===== config.mk =====
export PLATFORM = sky130hd
export DESIGN_NAME = lcd_ser_framer
export DESIGN_NICKNAME = d
export VERILOG_FILES = /design/src/rtl/lcdsf_pkg.sv /design/src/rtl/lcdsf_phase_timer.sv /design/src/rtl/lcdsf_serializer.sv /design/src/rtl/lcd_ser_framer.sv
export SDC_FILE = /design/constraint.sdc
export NUM_CORES = 1
export LEC_CHECK = 0
export CAP_MARGIN = 5
export CORE_AREA = 3 3 59 61
export CTS_CLUSTER_SIZE = 10
export DETAILED_ROUTE_END_ITERATION = 6
export DIE_AREA = 0 0 62 64
export PLACE_DENSITY = 0.72
export SLEW_MARGIN = 40
export SYNTH_ARGS = -nofsm -noshare
export SYNTH_HDL_FRONTEND = slang
export SYNTH_SLANG_ARGS = --single-unit

===== constraint.sdc =====
create_clock -name clk -period 1.5 [get_ports clk]
set_input_delay 0.3 -clock clk [delete_from_list [all_inputs] [get_ports clk]]
set_output_delay 0.3 -clock clk [all_outputs]
set_load 0.005 [all_outputs]

===== src/rtl/lcdsf_pkg.sv =====
package lcdsf_pkg;

  localparam int FRAME_BITS = 24;
  localparam logic [7:0] SYNC_CMD = 8'hF8;
  localparam logic [7:0] SYNC_DAT = 8'hFA;

  typedef enum logic [2:0] {
    ST_IDLE,
    ST_LOW,
    ST_HIGH,
    ST_TAIL,
    ST_GAP
  } fr_state_e;

  function automatic logic [FRAME_BITS-1:0] build_frame(input logic [7:0] val,
                                                         input logic       is_data);
    logic [7:0] sync;
    sync = is_data ? SYNC_DAT : SYNC_CMD;
    return {sync, val[7:4], 4'h0, val[3:0], 4'h0};
  endfunction

endpackage


===== src/rtl/lcdsf_phase_timer.sv =====
module lcdsf_phase_timer #(
  parameter int HALF_CLKS = 2
) (
  input  logic clk,
  input  logic rst_n,
  input  logic run,
  input  logic restart,
  output logic done
);
  localparam int CW = (HALF_CLKS > 1) ? $clog2(HALF_CLKS) : 1;
  localparam logic [CW-1:0] LAST = CW'(HALF_CLKS - 1);

  logic [CW-1:0] cnt_q, cnt_d;

  assign done = run && (cnt_q == LAST);

  always_comb begin
    cnt_d = cnt_q;
    if (restart || !run || done) cnt_d = '0;
    else                         cnt_d = cnt_q + 1'b1;
  end

  always_ff @(posedge clk or negedge rst_n) begin
    if (!rst_n) cnt_q <= '0;
    else        cnt_q <= cnt_d;
  end


  cnt_in_range_chk: assert property (@(posedge clk) disable iff (!rst_n)
    cnt_q <= LAST);


  idle_cnt_clear_chk: assert property (@(posedge clk) disable iff (!rst_n)
    !run |=> cnt_q == '0);

endmodule


===== src/rtl/lcdsf_serializer.sv =====
module lcdsf_serializer
  import lcdsf_pkg::*;
#(
  parameter int NBITS = FRAME_BITS
) (
  input  logic             clk,
  input  logic             rst_n,
  input  logic             start_req,
  input  logic [NBITS-1:0] frame,
  input  logic             tick,
  output logic             run,
  output logic             accept,
  output logic             ready,
  output logic             sclk,
  output logic             sdat,
  output logic             cs
);
  localparam int BCW = $clog2(NBITS);
  localparam logic [BCW-1:0] LAST_BIT = BCW'(NBITS - 1);

  fr_state_e        st_q, st_d;
  logic [NBITS-1:0] sh_q, sh_d;
  logic [BCW-1:0]   bits_q, bits_d;
  logic             sclk_q, sclk_d;
  logic             cs_q, cs_d;

  assign ready  = (st_q == ST_IDLE);
  assign accept = ready && start_req;
  assign run    = (st_q != ST_IDLE);
  assign sclk   = sclk_q;
  assign cs     = cs_q;
  assign sdat   = sh_q[NBITS-1];

  always_comb begin
    st_d   = st_q;
    sh_d   = sh_q;
    bits_d = bits_q;
    sclk_d = sclk_q;
    cs_d   = cs_q;
    unique case (st_q)
      ST_IDLE: if (accept) begin
        sh_d   = frame;
        bits_d = LAST_BIT;
        cs_d   = 1'b1;
        st_d   = ST_LOW;
      end
      ST_LOW: if (tick) begin
        sclk_d = 1'b1;
        st_d   = ST_HIGH;
      end
      ST_HIGH: if (tick) begin
        sclk_d = 1'b0;
        sh_d   = {sh_q[NBITS-2:0], 1'b0};
        if (bits_q == '0) begin
          st_d = ST_TAIL;
        end else begin
          bits_d = bits_q - 1'b1;
          st_d   = ST_LOW;
        end
      end
      ST_TAIL: if (tick) begin
        cs_d = 1'b0;
        st_d = ST_GAP;
      end
      ST_GAP: if (tick) st_d = ST_IDLE;
      default: st_d = ST_IDLE;
    endcase
  end

  always_ff @(posedge clk or negedge rst_n) begin
    if (!rst_n) begin
      st_q   <= ST_IDLE;
      sh_q   <= '0;
      bits_q <= '0;
      sclk_q <= 1'b0;
      cs_q   <= 1'b0;
    end else begin
      st_q   <= st_d;
      sh_q   <= sh_d;
      bits_q <= bits_d;
      sclk_q <= sclk_d;
      cs_q   <= cs_d;
    end
  end


  clk_low_when_deselected_chk: assert property (@(posedge clk) disable iff (!rst_n)
    !cs_q |-> !sclk_q);


  data_steady_on_rise_chk: assert property (@(posedge clk) disable iff (!rst_n)
    $rose(sclk_q) |-> $stable(sdat));


  cs_fall_clk_low_chk: assert property (@(posedge clk) disable iff (!rst_n)
    $fell(cs_q) |-> !sclk_q && !$past(sclk_q));


  accept_takes_bus_chk: assert property (@(posedge clk) disable iff (!rst_n)
    accept |=> !ready && cs_q && !sclk_q);


  ready_after_gap_chk: assert property (@(posedge clk) disable iff (!rst_n)
    $fell(cs_q) |-> !ready);

endmodule


===== src/rtl/lcd_ser_framer.sv =====
module lcd_ser_framer
  import lcdsf_pkg::*;
#(
  parameter int HALF_CLKS = 2
) (
  input  logic       clk,
  input  logic       rst_n,
  input  logic       in_valid,
  output logic       in_ready,
  input  logic [7:0] in_byte,
  input  logic       in_is_data,
  output logic       ser_clk,
  output logic       ser_dat,
  output logic       ser_cs
);
  logic                  run, accept, tick;
  logic [FRAME_BITS-1:0] frame;

  assign frame = build_frame(in_byte, in_is_data);

  lcdsf_phase_timer #(.HALF_CLKS(HALF_CLKS)) u_timer (
    .clk     (clk),
    .rst_n   (rst_n),
    .run     (run),
    .restart (accept),
    .done    (tick)
  );

  lcdsf_serializer #(.NBITS(FRAME_BITS)) u_ser (
    .clk       (clk),
    .rst_n     (rst_n),
    .start_req (in_valid),
    .frame     (frame),
    .tick      (tick),
    .run       (run),
    .accept    (accept),
    .ready     (in_ready),
    .sclk      (ser_clk),
    .sdat      (ser_dat),
    .cs        (ser_cs)
  );


  ready_only_deselected_chk: assert property (@(posedge clk) disable iff (!rst_n)
    in_ready |-> !ser_cs && !ser_clk);

endmodule


======== After elaboration in Yosys (flattened, before gate mapping) ========
Index checks and enable logic that the tools add are counted.
storage, ports and cells
  register bits ........................... 35
  bits in latches ......................... 0
  memory bits (writable) .................. 0
  bits in read-only memories .............. 0
  bits of input ports ..................... 12
  output and inout port bits .............. 4
  logic and storage cells ................. 55
  memories ................................ 0
operators by class
  add/sub/neg operators ................... 2
  multipliers ............................. 0
  divide/modulo/power cells ............... 0
  order comparisons ....................... 0
  equal/unequal tests ..................... 10
  shift-type cells ........................ 0
  muxes and demuxes ....................... 21
  bitwise gates (word level) .............. 0
  reduce and logical (&&, ||, !) cells .... 16
operator list
  kind                                                 count
  two-way mux 24 bit                                   2
  one-hot mux 24 bit (2 select lines)                  1
  two-way mux 3 bit                                    5
  two-way mux 5 bit                                    3
  one-hot mux 3 bit (5 select lines)                   1
  != test 2 bit, second input constant                 6
  one-hot mux 5 bit (2 select lines)                   1
  AND reduction 3 bit                                  3
  equality test 3 x 2 -> 1 bit, second input constant  2
  nonzero test 2 bit                                   3
  zero test 5 bit                                      1
  AND reduction 5 bit                                  1
  subtractor 5 x 1 -> 5 bit, second input constant     1
  two-way mux 1 bit                                    4
  two-way mux 2 bit                                    2
  one-hot mux 1 bit (2 select lines)                   2
  AND reduction 4 bit                                  1
  equality test 3 x 1 -> 1 bit, second input constant  1
  equality test 3 bit, second input constant           1
  zero test 3 bit                                      1
  nonzero test 3 bit                                   1
  logical AND 1 bit                                    2
  logical OR 1 bit                                     2
  adder 1 bit, second input constant                   1
  zero test 1 bit                                      1

======== Longest topological paths before layout ========
Gate-level depths: netlist of the first run.
  depth in word-level cells ............... 5
  mapped depth ............................ 5
  mapped depth without buffers ............ 5

======== Modules after synthesis ========
A second synthesis of the first run with hierarchy kept.
second synthesis, totals
  cells, all modules ...................... 168
  area total of the unflattened synthesis .. 1759.2 sq um
modules (own cells, without submodules)
  module             times used  cells an instance  area each (sq um)  seq. area each (sq um)
  lcdsf_serializer   1           163                1706.6             850.8
  lcdsf_phase_timer  1           3                  45.0               25.0
  lcd_ser_framer     1           2                  7.5                0.0

======== Worst setup path after synthesis of the first run ========
No wires, ideal clock.
  kind .................................... reg2reg
  start ................................... register u_ser.bits_q[0]
  end ..................................... register u_ser.st_q[1]
  library setup time ...................... 0.094 ns
  arrival ................................. 1.492 ns
  required time ........................... 1.406 ns
  setup slack ............................. -0.086 ns
  cell stages (with the launch flop) ...... 6
  path buffers ............................ 0
  period minus slack after synthesis ...... 1.586 ns
  cells stage by stage .................... dfrtp_1 -> inv_1 -> ha_1 -> or4b_4 -> o211a_1 -> a211oi_1
on the way
  cells in the longest elaborated chain, start to end .. 4
ends and longest elaborated chain
  item                                RTL line                text
  from (decl)                         lcdsf_serializer.sv:23  logic [BCW-1:0] bits_q, bits_d;
  from (signal assigned)              lcdsf_serializer.sv:80  bits_q <= bits_d;
  zero test 5 bit                     lcdsf_serializer.sv:54  if (bits_q == '0) begin
  two-way mux 2 bit                   lcdsf_serializer.sv:54
  two-way mux 3 bit                   lcdsf_serializer.sv:51  ST_HIGH: if (tick) begin
  one-hot mux 3 bit (5 select lines)  lcdsf_serializer.sv:40  unique case (st_q)
  to (signal assigned)                lcdsf_serializer.sv:78  st_q <= st_d;
  to (decl)                           lcdsf_serializer.sv:21  fr_state_e st_q, st_d;
Every way passes these cells. The select of a mux whose other input is x is not followed.
A chain may end at the register's enable or synchronous reset.

======== Worst setup path in the final report of the first run ========
  start ................................... register u_ser.st_q[1]
  end ..................................... register u_ser.sh_q[22]
on the way
  cells in the longest elaborated chain, start to end .. 4
  elaborated cells on any way between the ends .. 10
  those cells by class .................... eq/ne: 3; mux: 1; reduce/logical: 6
ends and longest elaborated chain
  item                                                          RTL line                                                                text
  zero test 3 bit / nonzero test 3 bit (equally long branches)  lcdsf_serializer.sv:27, lcdsf_serializer.sv:40, lcdsf_serializer.sv:29
  logical AND 1 bit, on equally long branches                   lcdsf_serializer.sv:28, lcdsf_phase_timer.sv:15
  != test 2 bit (no source line)                                n/a
  AND reduction 3 bit (no source line)                          n/a
  to (signal assigned)                                          lcdsf_serializer.sv:73                                                  sh_q <= '0;
  to (signal assigned)                                          lcdsf_serializer.sv:79                                                  sh_q <= sh_d;
  to (decl)                                                     lcdsf_serializer.sv:22                                                  logic [NBITS-1:0] sh_q, sh_d;
Several ways; a longest one is shown, not always the timed one.

==> impl_metrics.tcl, run 1 <==
set metrics [dict create \
    netlist_area_mm2 0.001503 \
    ff2ff_path_depth 4 \
    relSlewSlack 0.7156 \
    crit_chain "mux2i_2, buf_4, or4_4, o21a_1" \
    cts_buffer_depth 2 \
    fp.coreArea_mm2 0.003028 \
    fin_crit_ps 1564 \
    startpoint_type "register" \
    num_rows 20 \
    synth_seq_cells 31 \
    areaGrowthSynthToFinish_pct 42.55 \
    start_util 0.4963 \
    internal-power_mw 2.951 \
    cts_hold_buffers 0 \
    fin_ws_ps -63.75 \
    finalClockSkew_ps 4.993 \
    slowest_delay_ps 480 \
    timing.rr.end "u_ser.sh_q[22]" \
    clkSinkCount 31 \
    power_frac_comb 0.553 \
    grt_pass1_wl_um 5899 \
    p_sw_frac 0.3598 \
    final_util 0.7074 \
    insertedDiodeCount 0 \
    drt_iter0_markers 58 \
    yosysSeqAreaShare 0.5162 \
    max_cap_violations 0 \
    die-area_mm2 0.003968 \
    htree_num_levels 2 \
    ctsRootBufferMaster "clkbuf_4" \
    grt_max_degree 32 \
    synth_top_area_frac 0.5162 \
    ant_nets 0 \
    drc 0 \
    post_drt_wl_per_cell_um 16.41 \
    clkPwrFrac 0.137 \
    vias 1291 \
    die_h_um 64 \
    violations "negative setup slack" \
    postSynthAreaPerCell_um2 10.89 \
    p_per_area_mw_per_mm2 2152 \
    synth_edf_count 0 \
    drive_gt1_frac 0.4064 \
    yosysTopAreaCell "dfrtp_1" \
    yosys_warnings 0 \
    cp_slowest_cell "or4_4" \
    seqPwrFrac 0.309 \
    nNetsFinal 200 \
    ys_top_cells_by_area "dfrtp_1, mux2_2, nand2_1" \
    synth-main-ff-cell "dfrtp_1" \
    clk_latency_ps 340 \
    via_per_inst 5.589 \
    yosysMostFrequentCell "dfrtp_1" \
    synthCells 138 \
    outcome "finished with violations" \
    portBuffers 15 \
    synth_async_sr_flop_share 1.000 \
    wirelength_um 3791 \
    overflow 0 \
    finalSetupViolCount 9 \
    cts_tree "done" \
    first_global_vias 1290 \
    dr.pass1.iters 4 \
    p_leak_nw 0.9545 \
    cp.required_ps 1730 \
    fmax_ghz 0.6395 \
    min_path_type "input pin to async pin" \
    rrSetupSlack_ps -60 \
    ir_worst_vdd_mv 1.035 \
    tightest_slew_ps 420.6 \
    dp_hpwl_um 2382 \
    hold_slack_ps 317.2 \
    hold_viol 0 \
    rr_startpoint "u_ser.st_q[1]" \
    netlist-cell-type-count 34 \
    cp-end-kind "register" \
    fin_crit_sh 1.042 \
    finalSetupTns_ps -352.4 \
    synthTopCellsByCount "dfrtp_1, mux2_2, nand2_1, o21ai_0, nor2_1" \
    crit_end "u_ser.sh_q[22]" \
    gp_congestion 0.8161 \
    die-width_um 62 \
    crit_fanout 6 \
    rsz0062_at_grt "true" \
    cp.arrival_ps 1800 \
    critPathLaunch "u_ser.st_q[1]" \
    crit_type "register to register" \
    path_clk_slew_ps 100 \
    slew_viol_final 0 \
    io_pins 16 \
    antenna_found_initial 0 \
    cts_buffers 5 \
    power_switching_mw 1.659 \
    syn_nets 151 \
    grt_usage 0.2024 \
]
cells in the final DEF, fill, tap and decap left out, types with 6 or more instances in the layout:
cell type,netlist,final
dfrtp_1,31,30
nand2_1,14,14
a21oi_1,6,6
mux2_2,16,8
clkdlybuf4s50_1,0,11
buf_4,2,30
nand4_1,7,7
mux2_4,0,8
o21ai_0,10,10
timing repair:
| item | 4_1_cts | 5_1_grt |
|---|---|---|
| pin swaps | 5 | 8 |
| gates cloned | 0 | 1 |
| endpoints found under the setup margin | 20 | 28 |
| resized for setup | 15 | 19 |
| setup buffers | 8 | 2 |
metal layers:
layer,vias to the layer above,wire length (µm),track usage
met5,-,0,0
met1,638,1617,0.2545
met4,0,72,0.07162
met2,37,1921,0.3212
met3,8,179,0.06061
li1,608,-,-
cell type report:
class                      instances  area, µm²
tap                               44      55.05
inverter                           4      15.01
timing repair buffer              51      464.2
sequential                        31      777.0
multi-input combinational         94      759.5
clock buffer                       6      41.29
fill                             213      885.9
clock inverter                     1      30.03
kinds of logic (layout without fill, tap and decap cells):
| family | count (synthesis) | in the layout | share of synthesized area |
|---|---|---|---|
| flip-flops | 31 | 31 | 0.5162 |
| AO/OA/AOI/OAI | 32 | 32 | 0.1416 |
| AND/OR/NAND/NOR | 44 | 44 | 0.1640 |
| multiplexers | 17 | 17 | 0.1266 |
| adder cells (fa/ha/maj) | 1 | 1 | 0.008325 |
| buffers and inverters | 13 | 62 | 0.04329 |
worst min-delay path by stage:
stage | startpoint | slack (ps) | end
2_1_floorplan | rst_n | 4 | u_ser.bits_q[0]
3_3_place_gp | u_ser.sh_q[21] | 470 | u_ser.sh_q[21]
3_5_place_dp | u_ser.sh_q[19] | 480 | u_ser.sh_q[19]
4_1_cts | rst_n | 330 | u_ser.sh_q[5]
5_1_grt | rst_n | 330 | u_ser.sh_q[5]
6_report | rst_n | 320 | u_ser.sh_q[5]
stage by stage:
stage               area [µm²]  setup WS, ps  total power, mW  instances
floorplan                 1513        -40.11            2.584        138
global placement          1868        -211.3            3.262        213
detailed placement        1868        -254.2            3.357        213
CTS                       2031        -60.84            4.222        228
global route              2142        -204.0            4.924        231
finish                    2142        -63.75            4.610        231
critical path, delay by kind of cell, from the launching register on:
| kind | cells | cell delay (ps) |
|---|---|---|
| AO/OA/AOI/OAI | 1 | 130 |
| buffers and inverters | 1 | 170 |
| flip-flops | 1 | 470 |
| multiplexers | 1 | 200 |
| AND/OR/NAND/NOR | 1 | 480 |
power by group through the flow:
stage	clock, mW	sequential [mW]	combinational, mW
final	0.633	1.43	2.55
after global routing	0.686	1.47	2.77
after CTS	0.639	1.40	2.18
after detailed placement	0	1.41	1.94
after global placement	0	1.39	1.87
after floorplan	0	1.38	1.21
sequential cells by signal, summed over array words and instances (netlist names):
signal	count
u_ser.bits_q	5
u_ser.cs	1
u_ser.sclk	1
u_ser.sh_q	20
u_ser.st_q	3
u_timer.cnt_q	1
Note: power is estimated with default switching activity, not from simulation.
==> run 2: changes to the inputs <==
CORE_AREA = 3 3 66 68   (was 3 3 59 61)
DIE_AREA = 0 0 69 71   (was 0 0 62 64)
PLACE_DENSITY = 0.59   (was 0.72)
==> run 2 against run 1 <==
Against the previous run: total power is 1.9% higher; critical endpoint is now u_ser.st_q[1]; the run still ends with negative setup slack left; final area is 0.70% higher; die area is 23% higher.
==> impl_metrics.tcl, run 2 (same netlist as run 1, synthesis figures left out) <==
set metrics [dict create \
    post_drt_wl_per_cell_um 15.06 \
    dr.pass1.iters 4 \
    num_rows 23 \
    finalClockSkew_ps 2.578 \
    nFillCells 350 \
    max_cap_violations 0 \
    final_common_cell "dfrtp_1" \
    wl_met1_um 1634 \
    min_path_type "input pin to async pin" \
    cts_tree "done" \
    fmax_ghz 0.6479 \
    gp_congestion 0.8639 \
    rr_startpoint "u_ser.bits_q[0]" \
    drt_iter0_markers 44 \
    antenna_found_initial 0 \
    slew_viol_final 0 \
    reg_top3 "u_ser.sh_q: 20 flops, u_ser.bits_q: 5 flops, u_ser.st_q: 3 flops" \
    overflow 0 \
    areaGrowthSynthToFinish_pct 43.55 \
    wirelength_um 3508 \
    first_global_vias 1279 \
    grt_pass1_wl_um 5789 \
    slowest_delay_ps 470 \
    placed_area_mm2 0.001861 \
    violations "negative setup slack" \
    nNetsFinal 195 \
    ant_nets 0 \
    path_clk_slew_ps 70 \
    fin_area_mm2 0.002157 \
    cp_slowest_cell "or4b_4" \
    p_per_area_mw_per_mm2 2179 \
    outcome "finished with violations" \
    relSlewSlack 0.7365 \
    startpoint_type "register" \
    fp.coreArea_mm2 0.003914 \
    grt_usage 0.1460 \
    crit_end "u_ser.st_q[1]" \
    start_util 0.3840 \
    hold_slack_ps 388.7 \
    die-width_um 69 \
    timing.rr.end "u_ser.st_q[1]" \
    crit_chain "inv_2, ha_4, or4b_4, o211a_1, a211oi_2" \
    largest_reg_flops 20 \
    portBuffers 15 \
    cts_hold_buffers 0 \
    cts_buffers 5 \
    dr_wl_met2_um 1740 \
    regMostFlops "u_ser.sh_q" \
    ff2ff_path_depth 5 \
    tightest_slew_ps 389.7 \
    grt_max_degree 32 \
    fin_crit_sh 1.029 \
    critPathBufInv 1 \
    cp.arrival_ps 1740 \
    path_delay_family "simple AND/OR/NAND/NOR gates" \
    fin_crit_ps 1544 \
    top_layer "met4" \
    fin_ws_ps -43.52 \
    drive_gt1_frac 0.4044 \
    vias 1237 \
    via_per_inst 5.309 \
    crit_type "register to register" \
    p_leak_nw 0.9474 \
    drc 0 \
    crit_fanout 4 \
    htree_num_levels 2 \
    ctsRootBufferMaster "clkbuf_8" \
    insertedDiodeCount 0 \
    die_h_um 71 \
    dr_wl_met3_um 99 \
    rsz0062_at_grt "true" \
    ir_worst_vdd_mv 0.9408 \
    crit_cells 5 \
    cts_buffer_depth 2 \
    die-area_mm2 0.004899 \
    hold_viol 0 \
    finalSetupViolCount 4 \
    cp.required_ps 1690 \
    clkSinkCount 31 \
    rrSetupSlack_ps -40 \
    critPathLaunch "u_ser.bits_q[0]" \
    dp_hpwl_um 2343 \
    clk_latency_ps 280 \
    final_cell_mix "dfrtp_1, buf_4, nand2_1, clkdlybuf4s50_1, o21ai_0" \
    io_pins 16 \
    cp-end-kind "register" \
]
==> run 2: what timing repair did <==
action | 4_1_cts | 5_1_grt
cloned | 0 | 1
gates resized for setup | 11 | 21
pin swaps | 2 | 2
setup endpoints to repair | 17 | 21
buffers inserted | 3 | 4
==> run 2: where the power goes <==
part	switching [mW]	internal (mW)	total, mW
logic	1.07	1.35	2.42
registers	0.230	1.20	1.43
clock network	0.310	0.537	0.847
total	1.61	3.09	4.70
==> run 2: how the worst min path moves through the flow <==
stage,endpoint,slack [ps],cells after the start
6_report,u_ser.st_q[2],390,2
5_1_grt,u_ser.st_q[2],400,2
4_1_cts,u_ser.st_q[2],400,2
3_5_place_dp,u_ser.sh_q[21],480,1
3_3_place_gp,u_ser.sh_q[21],470,1
2_1_floorplan,u_ser.bits_q[0],4,0
==> run 2: cell type report <==
cell class,instances,area [µm²],share of cell area
repair buffers,46,430.4,0.1995
flip-flops and latches,31,777.0,0.3602
clock inverters,2,35.03,0.01624
inverters,4,18.77,0.008701
multi-input cells,94,750.7,0.3480
well taps,50,62.56,0.02900
clock buffers,6,82.58,0.03828
==> run 2: per-layer routing <==
layer,track usage,up-vias
met4,0.05423,0
met2,0.2479,15
met3,0.04119,4
li1,-,594
met5,0,-
met1,0.1771,624
==> run 2: through the flow <==
step | utilization | worst slack [ps] | power, mW | cells | TNS (ps)
global route | 0.5512 | -125.9 | 5.026 | 233 | -687.7
CTS | 0.5157 | -56.57 | 4.289 | 228 | -95.65
finish | 0.5512 | -43.52 | 4.700 | 233 | -75.46
floorplan | - | -40.11 | 2.584 | 138 | -72.33
global placement | 0.4754 | -243.7 | 3.260 | 217 | -3193
detailed placement | 0.4754 | -270.8 | 3.329 | 217 | -3431
